$ cat src/rtl/uart_cfg_pkg.sv
package uart_cfg_pkg;
  localparam int ADDR_W = 5;
  localparam int DATA_W = 8;
  localparam logic [ADDR_W-1:0] OFS_DIV_LO = 5'h00;
  localparam logic [ADDR_W-1:0] OFS_DIV_HI = 5'h01;
  localparam logic [ADDR_W-1:0] OFS_FLUSH  = 5'h02;
  localparam logic [ADDR_W-1:0] OFS_LINE   = 5'h03;
  localparam logic [ADDR_W-1:0] OFS_MODEM  = 5'h04;
  localparam logic [ADDR_W-1:0] OFS_HOLD   = 5'h1E;
  localparam logic [ADDR_W-1:0] OFS_STAT   = 5'h1F;
  localparam int DIVACC_BIT = 7;
  localparam int LOOP_BIT   = 4;
  localparam int STAGE_EN_BIT = 0;
  localparam int COMMIT_BIT   = 1;
endpackage

$ cat src/rtl/uart_busy_track.sv
module uart_busy_track #(
  parameter bit COMPAT = 1'b0
) (
  input  logic tx_active,
  input  logic rx_active,
  input  logic txfifo_nonempty,
  output logic busy,
  output logic frame_idle
);
  assign frame_idle = !tx_active && !rx_active;
  generate
    if (COMPAT) begin : g_none
      assign busy = 1'b0;
    end else begin : g_track
      assign busy = tx_active || rx_active || txfifo_nonempty;
    end
  endgenerate
endmodule

$ cat src/rtl/uart_line_stage.sv
module uart_line_stage
  import uart_cfg_pkg::*;
(
  input  logic              clk,
  input  logic              rst_n,
  input  logic              busy,
  input  logic              frame_idle,
  input  logic              stage_en,
  input  logic              commit_req,
  input  logic              wr_line,
  input  logic              wr_lo,
  input  logic              wr_hi,
  input  logic [DATA_W-1:0] wdata,
  output logic [DATA_W-1:0] live_line,
  output logic [DATA_W-1:0] live_lo,
  output logic [DATA_W-1:0] live_hi,
  output logic              shadow_divacc,
  output logic              commit_pend
);
  logic [DATA_W-1:0] sh_line, sh_lo, sh_hi;
  logic direct_ok, shadow_ok, apply_now;

  assign direct_ok = !busy;
  assign shadow_ok = busy && stage_en;
  assign apply_now = commit_pend && frame_idle;
  assign shadow_divacc = sh_line[DIVACC_BIT];

  always_ff @(posedge clk or negedge rst_n) begin
    if (!rst_n) begin
      live_line <= '0; live_lo <= '0; live_hi <= '0;
      sh_line <= '0; sh_lo <= '0; sh_hi <= '0;
      commit_pend <= 1'b0;
    end else begin
      if (apply_now) begin
        live_line <= sh_line; live_lo <= sh_lo; live_hi <= sh_hi;
        commit_pend <= 1'b0;
      end
      if (commit_req && stage_en) commit_pend <= 1'b1;
      if (wr_line && (direct_ok || shadow_ok)) sh_line <= wdata;
      if (wr_lo && (direct_ok || shadow_ok)) sh_lo <= wdata;
      if (wr_hi && (direct_ok || shadow_ok)) sh_hi <= wdata;
      if (wr_line && direct_ok) live_line <= wdata;
      if (wr_lo && direct_ok) live_lo <= wdata;
      if (wr_hi && direct_ok) live_hi <= wdata;
    end
  end

  // while active, live line settings move only through a commit
  a_r2_live_held_busy: assert property (@(posedge clk) disable iff (!rst_n)
    (busy && !apply_now) |=> ($stable(live_line) && $stable(live_lo) && $stable(live_hi)));
  // a pending commit completes at the first idle frame boundary
  a_r5_commit_done: assert property (@(posedge clk) disable iff (!rst_n)
    (apply_now && !(commit_req && stage_en)) |=> !commit_pend);
endmodule

$ cat src/rtl/uart_loop_gate.sv
module uart_loop_gate (
  input  logic clk,
  input  logic rst_n,
  input  logic loop_req,
  input  logic rx_active,
  output logic loop_on
);
  always_ff @(posedge clk or negedge rst_n) begin
    if (!rst_n) loop_on <= 1'b0;
    else if (!loop_req) loop_on <= 1'b0;
    else if (!rx_active) loop_on <= 1'b1;
  end

  // loopback never engages in the middle of a received character
  a_r7_loop_waits_rx: assert property (@(posedge clk) disable iff (!rst_n)
    (!loop_on && rx_active) |=> !loop_on);
endmodule

$ cat src/rtl/uart_cfg_regs.sv
module uart_cfg_regs
  import uart_cfg_pkg::*;
#(
  parameter bit COMPAT = 1'b0
) (
  input  logic              clk,
  input  logic              rst_n,
  input  logic              bus_wr,
  input  logic              bus_rd,
  input  logic [ADDR_W-1:0] bus_addr,
  input  logic [DATA_W-1:0] bus_wdata,
  output logic [DATA_W-1:0] bus_rdata,
  output logic              bus_rvalid,
  input  logic              tx_active,
  input  logic              rx_active,
  input  logic              txfifo_nonempty,
  output logic [DATA_W-1:0] line_ctrl_o,
  output logic [2*DATA_W-1:0] divisor_o,
  output logic [DATA_W-1:0] int_en_o,
  output logic [DATA_W-1:0] modem_ctrl_o,
  output logic              loop_active_o,
  output logic              fifo_flush
);
  logic busy, frame_idle, divacc, commit_pend, stage_en;
  logic [DATA_W-1:0] div_lo, div_hi, rd_mux;
  logic wr_line, wr_lo, wr_hi, wr_ier, wr_hold, flush_hit;

  uart_busy_track #(.COMPAT(COMPAT)) u_busy (
    .tx_active(tx_active), .rx_active(rx_active), .txfifo_nonempty(txfifo_nonempty),
    .busy(busy), .frame_idle(frame_idle));

  assign wr_line = bus_wr && bus_addr == OFS_LINE;
  assign wr_lo   = bus_wr && bus_addr == OFS_DIV_LO && divacc;
  assign wr_hi   = bus_wr && bus_addr == OFS_DIV_HI && divacc;
  assign wr_ier  = bus_wr && bus_addr == OFS_DIV_HI && !divacc;
  assign wr_hold = bus_wr && bus_addr == OFS_HOLD;
  assign flush_hit = bus_wr && bus_addr == OFS_FLUSH && (bus_wdata[1] || bus_wdata[2]);

  uart_line_stage u_stage (
    .clk(clk), .rst_n(rst_n), .busy(busy), .frame_idle(frame_idle),
    .stage_en(stage_en), .commit_req(wr_hold && bus_wdata[COMMIT_BIT]),
    .wr_line(wr_line), .wr_lo(wr_lo), .wr_hi(wr_hi), .wdata(bus_wdata),
    .live_line(line_ctrl_o), .live_lo(div_lo), .live_hi(div_hi),
    .shadow_divacc(divacc), .commit_pend(commit_pend));

  assign divisor_o = {div_hi, div_lo};

  uart_loop_gate u_loop (
    .clk(clk), .rst_n(rst_n), .loop_req(modem_ctrl_o[LOOP_BIT]),
    .rx_active(rx_active), .loop_on(loop_active_o));

  always_ff @(posedge clk or negedge rst_n) begin
    if (!rst_n) begin
      int_en_o <= '0; modem_ctrl_o <= '0; stage_en <= 1'b0; fifo_flush <= 1'b0;
    end else begin
      if (wr_ier) int_en_o <= bus_wdata;
      if (bus_wr && bus_addr == OFS_MODEM) modem_ctrl_o <= bus_wdata;
      if (wr_hold) stage_en <= bus_wdata[STAGE_EN_BIT];
      fifo_flush <= flush_hit;
    end
  end

  always_comb begin
    rd_mux = '0;
    case (bus_addr)
      OFS_DIV_LO: rd_mux = divacc ? div_lo : '0;
      OFS_DIV_HI: rd_mux = divacc ? div_hi : int_en_o;
      OFS_LINE:   rd_mux = line_ctrl_o;
      OFS_MODEM:  rd_mux = modem_ctrl_o;
      OFS_HOLD:   rd_mux = {6'b0, commit_pend, stage_en};
      OFS_STAT:   rd_mux = {7'b0, busy};
      default:    rd_mux = '0;
    endcase
  end

  always_ff @(posedge clk or negedge rst_n) begin
    if (!rst_n) begin
      bus_rdata <= '0; bus_rvalid <= 1'b0;
    end else begin
      bus_rvalid <= bus_rd;
      if (bus_rd) bus_rdata <= rd_mux;
    end
  end

  // flush requests pass regardless of activity
  a_r8_flush_pulse: assert property (@(posedge clk) disable iff (!rst_n)
    flush_hit |=> fifo_flush);
  // offset 1 with divisor access clear reaches the interrupt enables
  a_r3_ier_route: assert property (@(posedge clk) disable iff (!rst_n)
    (bus_wr && bus_addr == OFS_DIV_HI && !divacc) |=> (int_en_o == $past(bus_wdata)));
  generate
    if (!COMPAT) begin : g_stat_chk
      // status bit 0 mirrors the activity inputs
      a_r1_status_busy: assert property (@(posedge clk) disable iff (!rst_n)
        (bus_rd && bus_addr == OFS_STAT) |=>
          (bus_rdata[0] == $past(tx_active || rx_active || txfifo_nonempty)));
    end else begin : g_compat_chk
      // no activity ever reported
      a_r6_status_zero: assert property (@(posedge clk) disable iff (!rst_n)
        bus_rvalid |-> !(busy));
    end
  endgenerate
endmodule

$ cat config.mk
export PLATFORM = sky130hd
export DESIGN_NAME = uart_cfg_regs
export DESIGN_NICKNAME = d
export VERILOG_FILES = /design/src/rtl/uart_cfg_pkg.sv /design/src/rtl/uart_busy_track.sv /design/src/rtl/uart_line_stage.sv /design/src/rtl/uart_loop_gate.sv /design/src/rtl/uart_cfg_regs.sv
export SDC_FILE = /design/constraint.sdc
export NUM_CORES = 1
export LEC_CHECK = 0
export BUFFER_PORTS_ARGS = -buffer_cell sky130_fd_sc_hd__clkbuf_2
export CAP_MARGIN = 0
export CORE_ASPECT_RATIO = 1.75
export CORE_UTILIZATION = 35
export CTS_CLUSTER_DIAMETER = 80
export DETAILED_ROUTE_END_ITERATION = 10
export GPL_TIMING_DRIVEN = 0
export PLACE_DENSITY = 0.54
export REMOVE_ABC_BUFFERS = 1
export SYNTH_ARGS = -nofsm -noshare
export SYNTH_HDL_FRONTEND = slang
export SYNTH_SLANG_ARGS = --single-unit
$ cat constraint.sdc
create_clock -name clk -period 1.9 [get_ports clk]
set_clock_uncertainty 0.1 [all_clocks]
set_input_delay 0.475 -clock clk [delete_from_list [all_inputs] [get_ports clk]]
set_output_delay 0.475 -clock clk [all_outputs]
set_load 0.02 [all_outputs]
## After elaboration in Yosys (flattened, before gate mapping)

Cells that the tools add are included.

- Eq/ne operators: 7
- Multiplexer cells: 13
- Reduce and logical (&&, ||, !) cells: 34

Operators by type and width:

| kind | number |
|---|---|
| two-way mux 8 bit | 8 |
| case mux 8 bit (6 select lines) | 1 |
| logical AND 1 bit | 21 |
| equality test 5 x 2 -> 1 bit, second input constant | 2 |
| equality test 5 bit, second input constant | 2 |
| nonzero test 2 bit | 4 |
| equality test 5 x 1 -> 1 bit, second input constant | 1 |
| equality test 5 x 3 -> 1 bit, second input constant | 1 |
| logical NOT 5 bit | 1 |
| logical NOT 1 bit | 4 |
| logical OR 1 bit | 4 |
| two-way mux 1 bit | 4 |
| != test 2 bit, second input constant | 1 |

- Bits in registers: 77
- Input bits: 20
- Output and inout bits: 51

## Longest topological paths before layout

Gate-level depths: netlist (run 1).

- Depth in word-level cells: 5
- Mapped depth: 7
- Depth with buffers taken out: 4

## By module

A second synthesis (run 1) with hierarchy kept.

- Cell total of the unflattened synthesis: 285
- Area, all modules: 3503.4 um^2

Modules (own cells, without submodules):

| module | instances | cells each | area an instance (um^2) | sequential area each (um^2) |
|---|---|---|---|---|
| uart_line_stage | 1 | 161 | 2057.0 | 1226.2 |
| uart_cfg_regs | 1 | 119 | 1400.1 | 675.6 |
| uart_loop_gate | 1 | 3 | 36.3 | 25.0 |
| uart_busy_track | 1 | 2 | 10.0 | 0.0 |

## Worst setup path after synthesis (run 1)

Ideal clock, no wire load.

- Path type: input -> register
- Start point: in bus_addr[1]
- End point: reg modem_ctrl_o[3]
- Library setup time: 0.125 ns
- Arrival time: 1.752 ns
- Data required time: 1.675 ns
- Path slack: -0.077 ns
- Cell stages on the path: 5
- Path buffers: 2
- Path through: buf_2 -> nor4_4 -> and3_1 -> buf_2 -> mux2_2

- Cells in the longest elaborated chain, start to end: 2

RTL lines:

| what | RTL line | RTL |
|---|---|---|
| start, declared | uart_cfg_regs.sv:10 | `input logic [ADDR_W-1:0] bus_addr,` |
| equality test 5 x 3 -> 1 bit | uart_cfg_regs.sv:57 | `if (bus_wr && bus_addr == OFS_MODEM) modem_ctrl_o <= bus_wdata;` |
| logical AND 1 bit | uart_cfg_regs.sv:57 |  |
| end signal, assigned | uart_cfg_regs.sv:57 |  |
| end, declared | uart_cfg_regs.sv:20 | `output logic [DATA_W-1:0] modem_ctrl_o,` |

No other way between the ends.
A chain may end at the register's enable or synchronous reset.

## Worst setup path after layout (run 1)

- Start point: in bus_addr[2]
- End point: reg int_en_o[3]

- Cells in the longest elaborated chain, start to end: 3

RTL lines:

| what | RTL line | RTL |
|---|---|---|
| equality test 5 x 1 -> 1 bit | uart_cfg_regs.sv:35 | `assign wr_ier = bus_wr && bus_addr == OFS_DIV_HI && !divacc;` |
| logical AND 1 bit (2 in series) | uart_cfg_regs.sv:35 |  |
| end signal, assigned | uart_cfg_regs.sv:56 | `if (wr_ier) int_en_o <= bus_wdata;` |
| end, declared | uart_cfg_regs.sv:19 | `output logic [DATA_W-1:0] int_en_o,` |

No other way between the ends.

==> results of run 1 <==
[per-stage QoR]
| stage | area, µm² | instances |
|---|---|---|
| finish | 4480 | 490 |
| global route | 4480 | 490 |
| CTS | 4460 | 488 |
| detailed placement | 4050 | 469 |
| global placement | 3980 | 465 |
| floorplan | 3470 | 270 |
[cell usage after synthesis]
| cell type | instances |
|---|---|
| nand2_1 | 8 |
| a21boi_0 | 1 |
| nand3_2 | 1 |
| o32a_1 | 1 |
| inv_1 | 3 |
| nor2b_1 | 2 |
| nor4_1 | 1 |
| o21ai_0 | 3 |
| nand2_2 | 1 |
| a211oi_1 | 2 |
| and3b_1 | 1 |
| nand3_1 | 3 |
| mux2_2 | 32 |
| mux2_4 | 16 |
| o2111ai_1 | 1 |
| a31oi_1 | 6 |
| nand4_1 | 2 |
| and2_1 | 2 |
| nor4_4 | 1 |
| buf_8 | 1 |
| or4_2 | 1 |
| clkbuf_1 | 8 |
| nor3_1 | 1 |
| buf_1 | 2 |
| buf_2 | 5 |
| a22oi_1 | 8 |
| o221ai_1 | 1 |
| and3_4 | 1 |
| a21oi_1 | 24 |
| nor4b_4 | 1 |
| and3_1 | 1 |
| o22a_1 | 1 |
| mux2i_1 | 24 |
| dfrtp_1 | 77 |
| buf_6 | 2 |
| nor3b_1 | 2 |
| nor4b_1 | 1 |
| nor2_1 | 32 |
| o21a_1 | 1 |
| buf_4 | 2 |
| a22o_1 | 7 |
[power groups by stage]
stage                     Combinational (mW)  Clock [mW]  Sequential (mW)
after floorplan                        0.220           0             2.01
after global placement                 0.573           0             1.90
after detailed placement               0.592           0             1.91
after CTS                              0.601        2.03             1.88
after global routing                   0.644        2.13             1.90
final                                  0.596        2.00             1.88
[logic make-up (layout without fill, tap and decap cells)]
kind of cell / after synthesis / after routing / share of synthesized area, %
AO/OA/AOI/OAI: 56 / 56 / 10.0
buffers and inverters: 23 / 98 / 3.52
multiplexers: 72 / 72 / 23.4
AND/OR/NAND/NOR: 62 / 62 / 9.31
flip-flops: 77 / 77 / 53.7
[sequential cells by signal, summed over array words and instances (netlist names)]
register             cells
bus_rdata                8
int_en_o                 8
modem_ctrl_o             8
u_stage.live_hi          8
u_stage.live_line        8
u_stage.live_lo          8
u_stage.sh_hi            8
u_stage.sh_line          8
u_stage.sh_lo            8
bus_rvalid               1
fifo_flush               1
stage_en                 1
u_loop.loop_on           1
u_stage.commit_pend      1
[metal layers]
layer | up-vias | part of all wire [%]
li1 | 1193 | -
met1 | 1247 | 41
met2 | 57 | 53
met3 | 15 | 3.4
met4 | 0 | 1.9
met5 | - | 0
[cell type report]
| type | count | area [µm²] | share of cell area [%] |
|---|---|---|---|
| clock buffer | 11 | 253 | 5.64 |
| clock inverter | 4 | 95.1 | 2.12 |
| inverter | 3 | 11.3 | 0.251 |
| multi-input combinational | 190 | 1580 | 35.2 |
| sequential | 77 | 1930 | 43.0 |
| tap | 125 | 156 | 3.49 |
| timing repair buffer | 80 | 462 | 10.3 |
[path summary, 6_finish.rpt]
check,endpoint,depth (start not counted)
max,int_en_o[3]$_DFFE_PN0P_,5
min,u_loop.loop_on$_DFFE_PN0P_,1
max reg2reg,u_stage.sh_lo[5]$_DFFE_PN0P_,3
min reg2reg,u_stage.sh_lo[7]$_DFFE_PN0P_,1
max in group asynchronous,u_stage.live_hi[5]$_DFFE_PN0P_,2
min in group clk,fifo_flush$_DFF_PN0_,2
[critical path, delay by kind of cell]
family                 cells  cell delay [ps]
muxes                      1              320
buffers and inverters      1              210
and+or+nand+nor            3              900
[repair_timing]
action                                  4_1_cts  5_1_grt
hold buffers                                  0        0
pin swaps                                     5        1
buffers inserted                              4        2
hold endpoints to repair                      0        0
gates resized for setup                      11        2
endpoints found under the setup margin       72       31
==> results by stage, run 1 <==
Floorplan:
- The floorplan step set the die width to 78.5 µm.
- The starting density of the core is 36.2%.
- The floorplan die height is ~140 µm.
- The row count is 48.
- For this design the top-level I/O count stands at between 70 and 80.
- The core area is approximately 10000 µm².
- The die covers roughly 11000 µm².

Worst setup path:
- The reg2reg setup slack is roughly 160 ps.
- The worst path required time is 2020 ps.
- The worst setup path is captured at a register.
- The slowest cell on the critical path is nor4b_4.
- The signal on the critical path passes through clkbuf_4 -> nor4b_4 -> and2_4 -> and3b_4 -> mux2_4.
- The worst register-to-register path begins at u_stage.sh_line[7]$_DFFE_PN0P_.
- STA puts the critical path data arrival time at approximately 1900 ps.
- The nature of the critical path startpoint is an input port.
- The maximum net fanout on the critical path is 13.
- The most critical setup path has its startpoint at bus_addr[2].
- The biggest cell delay along the critical path is between 300 and 400 ps.
- The type of the worst setup path is in2reg.

STA:
- Setup repair after global routing left no endpoint under its margin.
- Derived from the worst setup path, the maximum achievable clock frequency is ~0.56 GHz.
- Setup total negative slack on the finished layout was measured at 0 ps.
- Setup violations remaining at the end of the flow were counted as 0.
- The relative slew slack is between 60 and 70%.
- The hold violation total from the final report was 4.
- The share of the clock period used by the worst path after layout is a little over nine tenths.
- The least setup slack across all paths after layout is just under 100 ps.
- Across all hold checks on the routed design, the worst slack comes to -8.58 ps.
- The pin slew with the least headroom to its limit is 477 ps.
- The shortest period the worst path allows is between 1500 and 2000 ps.
- The final-report max-slew violation count was 0.

Clock tree:
- The clock buffer count from CTS is 9.
- TritonCTS built the clock tree.
- The TritonCTS sink count is 77.
- The H-tree depth is 3.
- Clock-pin slew was measured on the worst setup and hold paths at about 60 ps.
- The cell chosen for the clock root is clkbuf_16.
- The clock latency on the worst-skew pair is between 300 and 400 ps.
- The number of buffers on the longest clock path is 2.

GRT:
- For this run, the total global-route usage over all layers was measured as between 10% and 20%.
- After global routing, the most crowded layer is met2.
- For met1 alone, demand over resource in global routing was about a fifth.
- Summed over all layers, the global routing overflow is 0.
- The initial antenna violation count is 0.
- The first global-routing pass estimated about 14000 µm of wire.
- The met3 usage is between 3 and 4%.
- The met2 track utilization from global routing is between 30 and 40%.
- The number of global-route vias before repair is approximately 2500.
- Entering global routing, the biggest net connects 52 pins.

Yosys:
- The synthesized netlist occupies a cell area of about 3600 µm².
- The largest area contributor in the synthesized netlist is dfrtp_1.
- The count of cell types in the netlist is between 40 and 50.
- The number of synthesized register bits is 77.
- After synthesis, the mean cell area works out to approximately 12 µm².
- After synthesis, the cell types taking the most area are dfrtp_1 54%, mux2_2 10%, mux2i_1 6.7%, mux2_4 6.7%, a21oi_1 3.3%.
- Yosys printed 0 warnings.
- The top cell type by area accounts for between 50% and 60% of the synthesized area.
- For this run, the register share of the synthesized area comes to 53.7%.
- The cell count after synthesis came out at 290.

Layout:
- In the layout the commonest cells are 76 x dfrtp_1, 68 x clkbuf_2, 32 x nor2_1, 32 x mux2_2.
- The fill cell total of the finished layout is 952.
- The share of cells above drive strength 1 is between 40 and 50%.
- The number of antenna diodes in the final layout is 0.
- Cells fill a little under half of the core in the end.
- The net count of the finished layout is about 380.
- The area growth from synthesis to layout is 24.9%.
- The library cell used most frequently in the layout, excluding fill and tap cells, is dfrtp_1.

Power and ir drop:
- The part of the power in registers is between 40% and 50%.
- The fraction of power spent switching nets is 24.5%.
- For this design the total switching power over the nets is around 1.1 mW.
- IR analysis of the VDD net gives a maximum drop of 0.544 mV.
- The combinational fraction of design power is between 10% and 20%.
- The power per cell area is roughly 1000 nW/µm².
- The internal power contribution is about 3.4 mW.
- The clock network accounts for 44.7% of the total power.
- In this run the static leakage power is ~2.1 nW.
- The post-layout total power is approximately 4.5 mW.

Detailed routing:
- The number of routed nets with antenna violations is 0.
- The total wire length is between 8000 and 9000 µm.
- The DRC marker count from the first detailed-route iteration is between 150 and 200.
- The total via count after detailed routing is ~2500.
- The number of DRC violations after detailed routing is 0.
- After detailed routing, the number of vias per cell comes to 5.13.
- After detailed routing, the average wire length per cell comes to 17.8 µm.
- The first-pass iteration count of the detailed router is 4.

Place:
- The worst setup slack before clock tree synthesis is -946 ps.
- The number of buffers inserted by port buffering is 70.
- The half-perimeter wire length of the detailed placement result is roughly 6400 µm.
- At the end of routability-driven placement, the weighted congestion stood at between 0.8 and 0.9.

Flow run:
- The number of maximum-capacitance constraint violations is 0.

Run status:
- The flow ran to the end, but the final reports show violations.
- The checks that failed: hold timing.

Hold path:
- The tightest min-delay check is of the in2async type.
Power figures use the tool's default switching activity.
==> run 2: changes to the inputs <==
- BUFFER_PORTS_ARGS: -buffer_cell sky130_fd_sc_hd__clkbuf_2 -> default
- DONT_BUFFER_PORTS: default -> 1
- PLACE_DENSITY: 0.54 -> 0.48
- SYNTH_HIERARCHICAL: default -> 1
==> run 2 against run 1 <==
Net effect:
- the flow still finishes with violations (hold timing)
- utilization fell by 4.0 points
- via count decreased by 9.7%
- combinational power decreased by 59%
- sequential power grew 6%
- cell count shrank 14%
- sequential share of layout area up 4.8 points
- non-clock buffer count is 71 lower
- critical path type unchanged
- critical endpoint is now int_en_o[6]$_DFFE_PN0P_
==> results by stage, run 2 <==
Run status:
- Outcome: finished with violations (unchanged).
- Failing checks: hold timing (unchanged).

STA:
- The total of endpoints with negative setup slack in the final report is 0 (unchanged).
- The final-report max-slew violation count came to 0 (unchanged).
- The hold violation total from the final report was 77 (was 4).
- The fmax came to 0.547 GHz (was 0.555 GHz).
- The relative slew slack is 38.4% (was 68.2%).
- The share of the clock period used by the worst path after layout was 96.1% (was 94.8%).
- The shortest period the worst path allows is 1830 ps (was 1800 ps).
- The minimum hold slack is -267 ps (was -8.58 ps).
- Unrepaired setup endpoints after global routing: false (unchanged).
- The pin slew with the least headroom to its limit is 921 ps (was 477 ps).

Yosys:
- The count of cell types in the netlist is 36 (was 41).
- The proportion of netlist area held by the largest area contributor came to 55.0% (was 53.7%).
- The predominant post-synthesis flop cell is dfrtp_1 (unchanged).
- The total standard cell area after synthesis came to 3500 µm² (was 3590 µm²).
- The largest area contributor in the synthesized netlist is dfrtp_1 (unchanged).
- The portion of the post-synthesis area used by sequential elements is 55.0% (was 53.7%).
- Most frequent cells after synthesis: 77 x dfrtp_1, 46 x mux2_2, 33 x mux2i_1, 32 x nand2_1, 25 x o21ai_0 (was 77 x dfrtp_1, 32 x mux2_2, 32 x nor2_1, 24 x a21oi_1, 24 x mux2i_1).
- The most used standard cell by instance count after synthesis is dfrtp_1 (unchanged).
- The average cell area after synthesis was 12.3 µm² (was 12.4 µm²).
- The instance count of the mapped netlist is 285 (was 290).
- The async set-reset flop share out of synthesis is 100% (unchanged).
- The number of enable-type register cells in the synthesized netlist is 0 (unchanged).
- The number of synthesized register bits is 77 (unchanged).
- Leading cell types by total area after synthesis: dfrtp_1 55%, mux2_2 15%, mux2i_1 9.4%, o21ai_0 3.6%, nand2_1 3.4% (was dfrtp_1 54%, mux2_2 10%, mux2i_1 6.7%, mux2_4 6.7%, a21oi_1 3.3%).
- The count of synthesis-stage warnings from yosys was 6 (was 0).

Place:
- The number of buffers inserted by port buffering was 0 (was 70).
- The routability-driven placement congestion ratio is 0.714 (was 0.804).
- The placed instance area is 3590 µm² (was 4050 µm²).
- The half-perimeter wire length of the detailed placement result is 5710 µm (was 6400 µm).
- The total placed cells including tap cells is 398 (was 469).

Worst setup path:
- The reg2reg setup slack is 170 ps (was 160 ps).
- The worst path buffer plus inverter count is 1 (unchanged).
- The endpoint of the worst register-to-register path is u_stage/sh_hi[2]$_DFFE_PN0P_ (was u_stage.sh_lo[5]$_DFFE_PN0P_).
- The type of the worst setup path is in2reg (unchanged).
- The critical path data arrival time is 1940 ps (was 1920 ps).
- The nature of the critical path startpoint was an input port (unchanged).
- Critical path, cell by cell: or4b_4 -> nor4b_4 -> buf_4 -> mux2_2 (was clkbuf_4 -> nor4b_4 -> and2_4 -> and3b_4 -> mux2_4).
- The start point of the critical path is bus_addr[2] (unchanged).
- The slowest cell on the critical path is or4b_4 (was nor4b_4).
- The biggest cell delay along the critical path is 590 ps (was 340 ps).
- The critical path endpoint category is a register (unchanged).
- The dominant delay contributor by cell family on the critical path is simple AND/OR/NAND/NOR gates (unchanged).
- The worst path required time is 2020 ps (about the same).
- The maximum net fanout on the critical path is 14 (was 13).
- The critical register-to-register path startpoint is u_stage/sh_line[7]$_DFFE_PN0P_ (was u_stage.sh_line[7]$_DFFE_PN0P_).
- The count of cells along the worst register-to-register path came to 5 (was 3).

Clock tree:
- The number of buffers on the longest clock path came to 2 (unchanged).
- The clock buffer count from CTS is 9 (unchanged).
- The CTS tree was built (unchanged).
- The clock latency on the worst-skew pair is 340 ps (was 330 ps).
- The cell chosen for the clock root is clkbuf_16 (unchanged).
- The TritonCTS sink count is 77 (unchanged).
- The clock-pin slew on the worst setup and hold paths was 60 ps (about the same).
- The H-tree depth is 3 (unchanged).

GRT:
- The met3 usage came to 6.53% (was 3.89%).
- The initial antenna violation count is 0 (unchanged).
- The first-pass GRT wire length came to 14100 µm (was 14000 µm).
- The largest net degree at the start of global routing is 78 (was 52).
- The total track usage was 18.7% (was 17.6%).
- The met2 track utilization from global routing came to 28.9% (was 30.6%).
- The met1 capacity usage during global routing is 23.8% (was 20.6%).
- The number of global-route vias before repair is 2263 (was 2510).
- The most used routing layer in global routing is met2 (unchanged).
- The aggregate global routing overflow was 0 (unchanged).

Floorplan:
- The starting density of the core came to 35.8% (was 36.2%).
- The floorplan die height is 134 µm (was 136 µm).
- The row count is 48 (unchanged).
- The die outline area is 10400 µm² (was 10700 µm²).
- The I/O pin total is 71 (unchanged).
- The width of the die is 77.6 µm (was 78.5 µm).
- The core area is 9790 µm² (was 9910 µm²).

Detailed routing:
- The total wire length is 9050 µm (was 8740 µm).
- The mean routed wirelength per cell is 21.4 µm (was 17.8 µm).
- The number of DRC violations after detailed routing is 0 (unchanged).
- The DRC marker count from the first detailed-route iteration was 189 (was 160).
- The average via count per standard cell came to 5.38 (was 5.13).
- The total via count after detailed routing is 2269 (was 2512).
- The first-pass iteration count of the detailed router was 4 (unchanged).
- The number of routed nets with antenna violations came to 0 (unchanged).

Layout:
- The share of cells above drive strength 1 was 28.3% (was 43.3%).
- The most common cell after layout, fill and taps aside is dfrtp_1 (unchanged).
- The number of standard cells in the final layout excluding fillers is 422 (was 490).
- The area of all placed cells without fillers is 4040 µm² (was 4480 µm²).
- The fill cell total of the finished layout was 922 (was 952).
- Most used cells in the layout excluding fill and tap cells: 76 x dfrtp_1, 46 x mux2_2, 33 x mux2i_1 (was 76 x dfrtp_1, 68 x clkbuf_2, 32 x nor2_1, 32 x mux2_2).
- The antenna diode count is 0 (unchanged).
- The synthesis-to-layout area growth came to 15.2% (was 24.9%).
- The post-layout net count is 313 (was 381).

Power and ir drop:
- The cell leakage power was 1.91 nW (was 2.12 nW).
- The power per cell area was 975 nW/µm² (was 998 nW/µm²).
- The post-layout total power is 3.94 mW (was 4.47 mW).
- The maximum vdd drop came to 0.471 mV (was 0.544 mV).

Flow run:
- The number of maximum-capacitance constraint violations is 0 (unchanged).

Hold path:
- The path type of the worst min-delay path is in2async (unchanged).
[run 2: cell types whose count changed after synthesis, moves of 14 or more]
| cell | previous run | this run |
|---|---|---|
| o21ai_0 | 3 | 25 |
| nand2_1 | 8 | 32 |
| mux2_4 | 16 | 0 |
| mux2_2 | 32 | 46 |
| a21oi_1 | 24 | 1 |
| nor2_1 | 32 | 8 |
[run 2: report_power, final]
group          internal, mW  switching, mW
Clock                  1.06          0.636
Combinational         0.155         0.0895
Sequential             1.76          0.237
Total                  2.97          0.962
[run 2: routing by layer]
layer | wire length (µm) | part of all wire [%]
met1 | 3840 | 42
met4 | 154 | 1.7
met3 | 680 | 7.5
met2 | 4380 | 48
met5 | 0 | 0
[run 2: how the worst max path moves through the flow]
stage	to	depth (start not counted)	slack (ps)
after global placement	u_stage/live_line[4]$_DFFE_PN0P_	4	-880
after detailed placement	u_stage/live_line[3]$_DFFE_PN0P_	4	-910
after global routing	u_stage/sh_hi[6]$_DFFE_PN0P_	5	40
after CTS	int_en_o[6]$_DFFE_PN0P_	4	40
after floorplan	u_stage/live_line[0]$_DFFE_PN0P_	4	-300
final	int_en_o[6]$_DFFE_PN0P_	4	70
[run 2: layout make-up]
class	count	area (µm²)	area share, %
Inverter	3	11.3	0.279
Multi-Input combinational cell	193	1540	38.1
Timing Repair Buffer	9	105	2.60
Sequential cell	77	1930	47.8
Clock buffer	15	298	7.38
Tap cell	125	156	3.87
[run 2: cells by family after synthesis]
| kind of cell | Yosys count | synth area share [%] |
|---|---|---|
| buffers and inverters | 15 | 2.29 |
| AND/OR/NAND/NOR | 59 | 8.39 |
| AO/OA/AOI/OAI | 54 | 9.79 |
| flip-flops | 77 | 55.0 |
| multiplexers | 80 | 24.5 |
[run 2: what timing repair did]
action                                 in CTS  in global routing
cloned                                      0                  0
endpoints found under the hold margin      77                 77
resized for setup                           8                  4
buffers inserted                            5                  4
pin swaps                                   2                  1
setup endpoints to repair                  64                 38
[run 2: stage by stage]
| stage | setup WS (ps) | util (%) | setup TNS, ps |
|---|---|---|---|
| detailed placement | -914 | 36.7 | -36560 |
| CTS | 36.1 | 40.5 | 0 |
| global route | 44.9 | 41.2 | 0 |
| finish | 73.2 | 41.2 | 0 |
| global placement | -883 | 36.7 | -34950 |
| floorplan | -304 | - | -7850 |
